File: config.mk
export PLATFORM = sky130hd
export DESIGN_NAME = nibreg_serial_master
export DESIGN_NICKNAME = d
export VERILOG_FILES = /design/src/rtl/nsm_pkg.sv /design/src/rtl/nsm_halftick.sv /design/src/rtl/nsm_byteshift.sv /design/src/rtl/nibreg_serial_master.sv
export SDC_FILE = /design/constraint.sdc
export NUM_CORES = 1
export LEC_CHECK = 0
export ABC_AREA = 1
export BUFFER_PORTS_ARGS = -buffer_cell sky130_fd_sc_hd__clkbuf_2
export CORE_ASPECT_RATIO = 0.9
export CORE_MARGIN = 3
export CORE_UTILIZATION = 50
export CTS_CLUSTER_DIAMETER = 40
export DETAILED_ROUTE_END_ITERATION = 7
export PLACE_DENSITY = 0.75
export SETUP_SLACK_MARGIN = 0.3
export SKIP_LAST_GASP = 1
export SYNTH_ARGS = -nofsm -noshare
export SYNTH_HDL_FRONTEND = slang
export SYNTH_HIERARCHICAL = 1
export SYNTH_SLANG_ARGS = --single-unit
File: constraint.sdc
create_clock -name clk -period 2.7 [get_ports clk]
set_input_delay 0.27 -clock clk [delete_from_list [all_inputs] [get_ports clk]]
set_output_delay 0.27 -clock clk [all_outputs]
set_load 0.02 [all_outputs]
File: src/rtl/nsm_pkg.sv
package nsm_pkg;
    localparam int BYTE_W = 8;
    localparam int NIB_W  = 4;

    localparam logic [BYTE_W-1:0] FLAG_RD = 8'h40;
    localparam logic [BYTE_W-1:0] FLAG_AD = 8'h20;
    localparam logic [BYTE_W-1:0] FLAG_DT = 8'h10;

    typedef enum logic [2:0] {
        S_IDLE,
        S_TX_HI,
        S_TX_LO,
        S_RX_HI,
        S_RX_LO,
        S_TAIL,
        S_RECOV,
        S_DONE
    } nsm_state_e;
endpackage

File: src/rtl/nsm_halftick.sv
module nsm_halftick #(
    parameter int HALF_CYC = 35
) (
    input  logic clk,
    input  logic rst_n,
    input  logic clr,
    output logic first,
    output logic last
);
    localparam int CW = (HALF_CYC > 1) ? $clog2(HALF_CYC) : 1;

    logic [CW-1:0] cnt;

    always_ff @(posedge clk) begin
        if (!rst_n || clr) cnt <= '0;
        else               cnt <= cnt + 1'b1;
    end

    assign first = (cnt == '0);
    assign last  = (cnt == CW'(HALF_CYC - 1));

    AST_TICK_RANGE: assert property (@(posedge clk) disable iff (!rst_n)
        cnt <= CW'(HALF_CYC - 1));
endmodule

File: src/rtl/nsm_byteshift.sv
module nsm_byteshift #(
    parameter int BYTE_W = 8
) (
    input  logic                       clk,
    input  logic                       rst_n,
    input  logic                       load,
    input  logic [BYTE_W-1:0]          load_val,
    input  logic                       shift,
    input  logic                       sin,
    output logic [BYTE_W-1:0]          q,
    output logic                       msb,
    output logic [$clog2(BYTE_W+1)-1:0] bitn
);
    localparam int BCW = $clog2(BYTE_W + 1);

    always_ff @(posedge clk) begin
        if (!rst_n) begin
            q    <= '0;
            bitn <= '0;
        end else if (load) begin
            q    <= load_val;
            bitn <= '0;
        end else if (shift) begin
            q    <= {q[BYTE_W-2:0], sin};
            bitn <= bitn + 1'b1;
        end
    end

    assign msb = q[BYTE_W-1];

    AST_BITN_MAX: assert property (@(posedge clk) disable iff (!rst_n)
        bitn <= BCW'(BYTE_W));
endmodule

File: src/rtl/nibreg_serial_master.sv
module nibreg_serial_master
    import nsm_pkg::*;
#(
    parameter int HALF_CYC = 35
) (
    input  logic             clk,
    input  logic             rst_n,
    input  logic             req,
    input  logic             rd_nwr,
    input  logic [NIB_W-1:0] addr,
    input  logic [NIB_W-1:0] wdata,
    input  logic             hold_en,
    output logic             ack,
    output logic             busy,
    output logic             done,
    output logic [NIB_W-1:0] rdata,
    output logic             ser_ce,
    output logic             ser_clk,
    output logic             sd_o,
    output logic             sd_oe,
    input  logic             sd_i
);
    localparam int BCW = $clog2(BYTE_W + 1);
    localparam logic [BCW-1:0] LAST_TX = BCW'(BYTE_W - 1);
    localparam logic [BCW-1:0] ALL_RX  = BCW'(BYTE_W);

    nsm_state_e st, nxt;

    logic              op_rd, second;
    logic [NIB_W-1:0]  wd_q;
    logic              t_first, t_last, t_clr;
    logic              ld, sh_en;
    logic [BYTE_W-1:0] ld_val, sr_q;
    logic              sr_msb;
    logic [BCW-1:0]    bitn;

    nsm_halftick #(.HALF_CYC(HALF_CYC)) u_tick (
        .clk(clk), .rst_n(rst_n), .clr(t_clr), .first(t_first), .last(t_last)
    );

    nsm_byteshift #(.BYTE_W(BYTE_W)) u_shift (
        .clk(clk), .rst_n(rst_n), .load(ld), .load_val(ld_val),
        .shift(sh_en), .sin(sd_i), .q(sr_q), .msb(sr_msb), .bitn(bitn)
    );

    // next-state and datapath control
    always_comb begin
        nxt    = st;
        ld     = 1'b0;
        ld_val = '0;
        sh_en  = 1'b0;
        unique case (st)
            S_IDLE: begin
                if (req) begin
                    nxt    = S_TX_HI;
                    ld     = 1'b1;
                    ld_val = (rd_nwr ? (FLAG_RD | FLAG_AD) : FLAG_AD)
                             | {{(BYTE_W-NIB_W){1'b0}}, addr};
                end
            end
            S_TX_HI: if (t_last) nxt = S_TX_LO;
            S_TX_LO: begin
                if (t_last) begin
                    if (bitn != LAST_TX) begin
                        sh_en = 1'b1;
                        nxt   = S_TX_HI;
                    end else if (!op_rd && !second) begin
                        ld     = 1'b1;
                        ld_val = FLAG_DT | {{(BYTE_W-NIB_W){1'b0}}, wd_q};
                        nxt    = S_TX_HI;
                    end else if (!op_rd) begin
                        nxt = S_TAIL;
                    end else begin
                        ld  = 1'b1;
                        nxt = S_RX_HI;
                    end
                end
            end
            S_RX_HI: begin
                if (t_last) begin
                    sh_en = 1'b1;
                    nxt   = S_RX_LO;
                end
            end
            S_RX_LO: if (t_last) nxt = (bitn == ALL_RX) ? S_TAIL : S_RX_HI;
            S_TAIL:  if (t_last) nxt = hold_en ? S_DONE : S_RECOV;
            S_RECOV: if (t_last) nxt = S_DONE;
            S_DONE:  nxt = S_IDLE;
        endcase
    end

    assign t_clr = (nxt != st) || (st == S_IDLE) || (st == S_DONE);

    // state and captured registers
    always_ff @(posedge clk) begin
        if (!rst_n) begin
            st     <= S_IDLE;
            op_rd  <= 1'b0;
            second <= 1'b0;
            wd_q   <= '0;
            rdata  <= '0;
        end else begin
            st <= nxt;
            if (st == S_IDLE && req) begin
                op_rd  <= rd_nwr;
                wd_q   <= wdata;
                second <= 1'b0;
            end else if (st == S_TX_LO && ld && !op_rd) begin
                second <= 1'b1;
            end
            if (st == S_RX_LO && t_last && bitn == ALL_RX)
                rdata <= sr_q[NIB_W-1:0];
        end
    end

    // outputs
    always_comb begin
        ack     = (st == S_IDLE) && req;
        busy    = (st != S_IDLE);
        done    = (st == S_DONE);
        ser_clk = !((st == S_TX_LO) || (st == S_RX_LO));
        sd_oe   = ((st == S_TX_HI) && !(t_first && bitn == '0)) || (st == S_TX_LO);
        sd_o    = ((st == S_TX_HI) || (st == S_TX_LO)) ? sr_msb : 1'b0;
        ser_ce  = hold_en || (st inside {S_TX_HI, S_TX_LO, S_RX_HI, S_RX_LO, S_TAIL});
    end

    AST_BUSY_AFTER_ACK: assert property (@(posedge clk) disable iff (!rst_n)
        ack |=> busy);
    AST_BUSY_ENDS_AT_DONE: assert property (@(posedge clk) disable iff (!rst_n)
        $fell(busy) |-> $past(done));
    AST_DATA_HELD_LOW: assert property (@(posedge clk) disable iff (!rst_n)
        (!ser_clk && !$past(ser_clk)) |-> $stable(sd_o));
    AST_OE_RISES_HIGH: assert property (@(posedge clk) disable iff (!rst_n)
        $rose(sd_oe) |-> ser_clk);
    AST_NO_OE_RX: assert property (@(posedge clk) disable iff (!rst_n)
        (st == S_RX_HI || st == S_RX_LO) |-> !sd_oe);
    AST_CE_WHILE_CLK_LOW: assert property (@(posedge clk) disable iff (!rst_n)
        !ser_clk |-> ser_ce);
    AST_DONE_PULSE: assert property (@(posedge clk) disable iff (!rst_n)
        done |=> !done);
endmodule

## Word-level counts from Yosys, hierarchy flattened

Index checks and enable logic that the tools add are counted.

- Bits of input ports: 14
- Word-level logic and storage cells: 83
- Register bits after elaboration: 31
- Output and inout bits: 11

- Bitwise gates (word level): 2
- Multiplexer cells: 32
- Reduce and logical (&&, ||, !) cells: 28
- Add/sub/neg operators: 2
- Equal/unequal tests: 11

Operators with widths:

| kind | count |
|---|---|
| 3-bit two-way mux | 11 |
| 3-bit case mux with 8 select lines | 1 |
| 8-bit two-way mux | 2 |
| 5-bit two-way mux | 3 |
| 7-bit two-way mux | 2 |
| 7-bit case mux with 2 select lines | 1 |
| 3-bit == test, second input constant | 4 |
| 1-bit two-way mux | 10 |
| 1-bit logical AND | 8 |
| 1-bit logical OR | 7 |
| 7-bit by 4-bit bitwise OR with 7-bit output | 1 |
| 6-bit by 1-bit adder with 6-bit output, second input constant | 1 |
| 3-bit by 2-bit == test with 1-bit output, second input constant | 2 |
| 6-bit == test, second input constant | 1 |
| 6-bit zero test | 1 |
| 1-bit zero test | 5 |
| 5-bit nonzero test | 1 |
| 4-bit by 1-bit adder with 4-bit output, second input constant | 1 |
| 4-bit == test, second input constant | 1 |
| 4-bit zero test | 1 |
| 4-bit by 3-bit != test with 1-bit output, second input constant | 1 |
| 1-bit case mux with 2 select lines | 2 |
| 2-bit OR reduction | 2 |
| 3-bit by 1-bit == test with 1-bit output, second input constant | 1 |
| 5 further kinds | 5 |

## Logic depth before layout (Yosys ltp)

- Word-level depth: 10
- Gate-level depth with buffers: 16
- Mapped depth without buffers: 16

## Modules after synthesis

The synthesis kept the hierarchy.

Modules (own cells, without submodules):

| module | cells an instance | area each (um^2) | times used |
|---|---|---|---|
| nibreg_serial_master | 154 | 948.4 | 1 |
| nsm_byteshift | 87 | 579.3 | 1 |
| nsm_halftick | 41 | 306.5 | 1 |

## Worst setup path after synthesis

No wires, ideal clock.

- Path type: flip-flop to flip-flop
- Start: register u_tick.cnt[0]
- End: register u_shift.q[4]
- Buffers on the path: 2
- Required time: 2.644 ns
- Slack: 0.791 ns
- Stages on the path, launching flop included: 13
- Data arrival time: 1.853 ns
- Period minus slack after synthesis: 1.909 ns
- Cell sequence: dfxtp_1 -> inv_2 -> ha_1 -> nand2_1 -> nor2_1 -> nand2_2 -> o21ai_0 -> buf_6 -> buf_2 -> nand3_1 -> nand3_1 -> nand2_1 -> inv_1

- Longest elaborated chain between the ends: 4
- Elaborated cells on any way between the ends: 10
- Classes of those cells: eq/ne (1); mux (8); reduce/logical (1)

Ends and longest elaborated chain:

| item | line | RTL |
|---|---|---|
| from (decl) | nsm_halftick.sv:12 | `logic [CW-1:0] cnt;` |
| from (signal assigned) | nsm_halftick.sv:16 | `else cnt <= cnt + 1'b1;` |
| 6-bit == test * | nsm_halftick.sv:20 | `assign last = (cnt == CW'(HALF_CYC - 1));` |
| named net t_last | nibreg_serial_master.sv:31 | `logic t_first, t_last, t_clr;` |
| 1-bit two-way mux (on tied branches) | nibreg_serial_master.sv:80, nibreg_serial_master.sv:63 |  |
| 1-bit case mux with 2 select lines * | nibreg_serial_master.sv:52 | `unique case (st)` |
| named net sh_en | nibreg_serial_master.sv:32 | `logic ld, sh_en;` |
| 2-bit nonzero test (no line) * | n/a |  |
| to (signal assigned) | nsm_byteshift.sv:21 | `q <= load_val;` |
| to (signal assigned) | nsm_byteshift.sv:24 | `q <= {q[BYTE_W-2:0], sin};` |
| to (decl) | nsm_byteshift.sv:10 | `output logic [BYTE_W-1:0] q,` |

Mark *: on every way through the listed nets, which the timed path passes. The rest lies on a longest branch.
A chain may end at the register's enable or synchronous reset.

## Worst setup path in the final report

- Start: register u_tick.cnt[0]
- End: register u_tick.cnt[3]

- Longest elaborated chain between the ends: 7
- Elaborated cells on any way between the ends: 13
- Classes of those cells: add/sub (1); eq/ne (2); mux (7); reduce/logical (3)

Ends and longest elaborated chain:

| item | line | RTL |
|---|---|---|
| 6-bit == test * | nsm_halftick.sv:20 |  |
| named net t_last | nibreg_serial_master.sv:31 |  |
| 3-bit two-way mux, or another cell as far along | nibreg_serial_master.sv:87 | `S_RECOV: if (t_last) nxt = S_DONE;` |
| 3-bit case mux with 8 select lines * | nibreg_serial_master.sv:52 |  |
| 3-bit != test * | nibreg_serial_master.sv:92 | `assign t_clr = (nxt != st) \|\| (st == S_IDLE) \|\| (st == S_DONE);` |
| 1-bit logical OR * (2 in a row) | nibreg_serial_master.sv:92 |  |
| named net t_clr | nibreg_serial_master.sv:31 |  |
| 1-bit logical OR * | nsm_halftick.sv:15 | `if (!rst_n \|\| clr) cnt <= '0;` |

Marks and branches as above.

==> impl_results.html <==
<table>
<tr><th>Metric</th><th>Value</th></tr>
<tr><th colspan="2">Critical path</th></tr>
<tr><td>Worst r2r dst</td><td>u_tick/cnt[3]</td></tr>
<tr><td>Worst-path fanout max</td><td>6</td></tr>
<tr><td>Critical path endpoint</td><td>u_tick/cnt[3]</td></tr>
<tr><td>Critical Path End Type</td><td>register</td></tr>
<tr><td>Critical register-to-register path startpoint</td><td>u_tick/cnt[0]</td></tr>
<tr><td>Worst path max stage delay</td><td>0.33 ns</td></tr>
<tr><td>Data arrival time of the worst path</td><td>approximately 2.3 ns</td></tr>
<tr><td>Setup crit start kind</td><td>register</td></tr>
<tr><td>Crit path launch</td><td>u_tick/cnt[0]</td></tr>
<tr><td>CP required</td><td>approximately 2.9 ns</td></tr>
<tr><td>Flop-to-flop setup slack</td><td>about 0.62 ns</td></tr>
<tr><td>Critical path class</td><td>register to register</td></tr>
<tr><td>Critical path's slowest cell</td><td>sky130_fd_sc_hd__dfxtp_1</td></tr>
<tr><td>Number of cells on the worst reg-to-reg path</td><td>14</td></tr>
<tr><td>Critical path cell sequence</td><td>inv_2 -&gt; ha_1 -&gt; nand2_1 -&gt; nor2_2 -&gt; inv_2 -&gt; a21oi_1 -&gt; nand3_1 -&gt; nand2_1 -&gt; a21oi_1 -&gt; nor2_1 -&gt; nand2_1 -&gt; nor2_1 -&gt; inv_2 -&gt; a21oi_1</td></tr>
<tr><th colspan="2">Route</th></tr>
<tr><td>DRT antenna net count</td><td>0</td></tr>
<tr><td>Average wire length per cell after detail routing</td><td>between 10 and 15 um</td></tr>
<tr><td># DRC</td><td>0</td></tr>
<tr><td>Drt total wl</td><td>~3.6 mm</td></tr>
<tr><td>Number of vias per cell</td><td>between 4 and 5</td></tr>
<tr><td>Total number of vias</td><td>around 1700</td></tr>
<tr><td>Drt first pass iters</td><td>4</td></tr>
<tr><td>Number of DRC violations after detailed-routing iteration 0</td><td>between 40 and 50</td></tr>
<tr><th colspan="2">Clock tree</th></tr>
<tr><td>Number of clock sinks</td><td>31</td></tr>
<tr><td>Cts-stage hold buffer count</td><td>0</td></tr>
<tr><td>Insertion delay of the later-clocked pin in the worst-skew pair</td><td>between 0.2 and 0.3 ns</td></tr>
<tr><td>Number of buffers created by CTS</td><td>5</td></tr>
<tr><td>Root buffer cell</td><td>sky130_fd_sc_hd__clkbuf_8</td></tr>
<tr><td>Largest buffer count on any clock path</td><td>2</td></tr>
<tr><td>Clock tree from TritonCTS</td><td>built</td></tr>
<tr><td>Total setup buffers inserted after CTS</td><td>0</td></tr>
<tr><td>Register clock-pin slew on the reported worst setup and hold paths</td><td>roughly 0.07 ns</td></tr>
<tr><td>Cts repair resizes</td><td>0</td></tr>
<tr><td>Number of levels in the clock H-tree</td><td>2</td></tr>
<tr><th colspan="2">Hold path</th></tr>
<tr><td>Worst hold path cell count</td><td>3</td></tr>
<tr><td>Type of the worst min-delay path</td><td>primary input to register</td></tr>
<tr><th colspan="2">Final layout</th></tr>
<tr><td>Total number of nets in the final design</td><td>roughly 320</td></tr>
<tr><td>Utilization after layout</td><td>around 59%</td></tr>
<tr><td>Layout cells sized above 1</td><td>~20%</td></tr>
<tr><td>Diodes inserted</td><td>0</td></tr>
<tr><td>P&amp;R area growth vs syn</td><td>11.37%</td></tr>
<tr><th colspan="2">Power and ir drop</th></tr>
<tr><td>Areal power density over the cells</td><td>456.3 mW/mm^2</td></tr>
<tr><td>Static leakage power</td><td>between 0.9 and 1 nW</td></tr>
<tr><td>Worst IR Drop VDD</td><td>0.0002758 V</td></tr>
<tr><td>Total power consumption of the routed design</td><td>0.9283 mW</td></tr>
<tr><th colspan="2">Yosys</th></tr>
<tr><td>Ys Warns</td><td>6</td></tr>
<tr><td>Average size of a mapped cell</td><td>about 6.5 sq um</td></tr>
<tr><td>Netlist area before placement</td><td>0.001827 sq mm</td></tr>
<tr><td>Post-synthesis instance total</td><td>281</td></tr>
<tr><td>Syn nets</td><td>~300</td></tr>
<tr><th colspan="2">Timing</th></tr>
<tr><td>Highest Clock Rate</td><td>approximately 0.48 GHz</td></tr>
<tr><td>Post-layout minimum cycle time</td><td>~2.1 ns</td></tr>
<tr><td>Setup skew after layout</td><td>about 0.0043 ns</td></tr>
<tr><td>Fin crit share</td><td>76.89%</td></tr>
<tr><td>Final count of negative-setup-slack endpoints</td><td>0</td></tr>
<tr><td>Final number of max-transition violations</td><td>0</td></tr>
<tr><td>Fin Setup TNS</td><td>0 ns</td></tr>
<tr><td>Smallest hold slack</td><td>around 0.24 ns</td></tr>
<tr><td>Smallest setup slack after layout</td><td>between 0.6 and 0.7 ns</td></tr>
<tr><td>Final hold vios</td><td>0</td></tr>
<tr><td>RSZ-0062 raised after global routing</td><td>false</td></tr>
<tr><th colspan="2">Global route</th></tr>
<tr><td>Number of antenna violations at the first check in global routing</td><td>0</td></tr>
<tr><td>Maximum number of pins on one net before global-route repair</td><td>21</td></tr>
<tr><td>Overall fraction of global-route tracks in use</td><td>17.69%</td></tr>
<tr><td>Sum of overflow across all layers after global routing</td><td>0</td></tr>
<tr><td>Vias in the first global route</td><td>between 1000 and 1500</td></tr>
<tr><td>Wire length of the first global-routing pass</td><td>6.237 mm</td></tr>
<tr><th colspan="2">Die</th></tr>
<tr><td>Vert. Die Dim</td><td>about 63 um</td></tr>
<tr><td>Width of the chip</td><td>approximately 70 um</td></tr>
<tr><td>Placeable core area</td><td>~0.0035 sq mm</td></tr>
<tr><td>Placement Rows</td><td>20</td></tr>
<tr><td>I/O pins</td><td>25</td></tr>
<tr><td>Starting density of the core</td><td>about 53%</td></tr>
<tr><td>Total die area</td><td>between 0.004 and 0.005 sq mm</td></tr>
<tr><th colspan="2">Run</th></tr>
<tr><td>Max-Cap Viols</td><td>0</td></tr>
<tr><th colspan="2">Run status</th></tr>
<tr><td>Result of the run</td><td>finished clean</td></tr>
<tr><th colspan="2">Placement</th></tr>
<tr><td>Final HPWL DP</td><td>between 2 and 3 mm</td></tr>
<tr><td>GPL Wtd Cong</td><td>0.8180</td></tr>
<tr><td>Number of port buffers</td><td>24</td></tr>
<tr><td>Worst slack after detailed placement</td><td>approximately 0.54 ns</td></tr>
</table>
-- flip-flops by register name (all words and copies together), names as in the netlist --
signal and count:
st 3, u_shift/q 8, rdata 4, wd_q 4, u_tick/cnt 6, second 1, u_shift/bitn 4, op_rd 1
-- cells in the final DEF, fill, tap and decap left out, drive strengths merged --
| cell type | count |
|---|---|
| a21oi | 19 |
| a31oi | 1 |
| a41oi | 1 |
| buf | 1 |
| clkbuf | 30 |
| clkinv | 3 |
| clkinvlp | 1 |
| conb | 1 |
| dfxtp | 31 |
| ha | 4 |
| inv | 48 |
| nand2 | 78 |
| nand3 | 24 |
| nand4 | 4 |
| nor2 | 38 |
| nor3b | 1 |
| o21a | 1 |
| o21ai | 18 |
| o21bai | 1 |
| xnor2 | 1 |
-- routing by layer --
layer / GRT usage [%] / routed length, um / vias to the layer above
met5: 0 / 0 / -
met4: 8.134 / 77 / 0
met3: 6.220 / 194 / 8
met2: 28.10 / 1615 / 35
met1: 21.48 / 1711 / 723
li1: - / - / 925
-- metrics by stage --
step                instance area [sq um]  instances
floorplan                            1827        281
global placement                     1947        342
detailed placement                   1947        342
CTS                                  2032        350
global route                         2034        350
finish                               2034        350
-- critical path, delay by kind of cell, from the launching register on --
| family | cells | cell delay (ns) |
|---|---|---|
| adder cells (fa/ha/maj) | 1 | 0.15 |
| flip-flops | 1 | 0.33 |
| AND/OR/NAND/NOR | 7 | 0.90 |
| buffers and inverters | 3 | 0.28 |
| AO/OA/AOI/OAI | 3 | 0.34 |
-- report_power, final --
group | total, mW | switching, mW | internal [mW]
Clock | 0.357 | 0.177 | 0.180
Sequential | 0.480 | 0.00972 | 0.470
Combinational | 0.0920 | 0.0594 | 0.0326
-- area by class of cell --
type	count	area, sq um
clock buffer	6	72.57
clock inverter	2	12.51
fill	348	1419
inverter	50	188.9
multi-input combinational	192	957.2
sequential	31	620.6
tap	44	55.05
timing repair buffer	25	127.6
-- how the worst min path moves through the flow --
stage,start,end
final,wdata[1],wd_q[1]
after global routing,wdata[1],wd_q[1]
after CTS,rd_nwr,op_rd
after detailed placement,wd_q[3],wd_q[3]
after global placement,wd_q[3],wd_q[3]
after floorplan,rst_n,op_rd
Power figures use the tool's default switching activity.
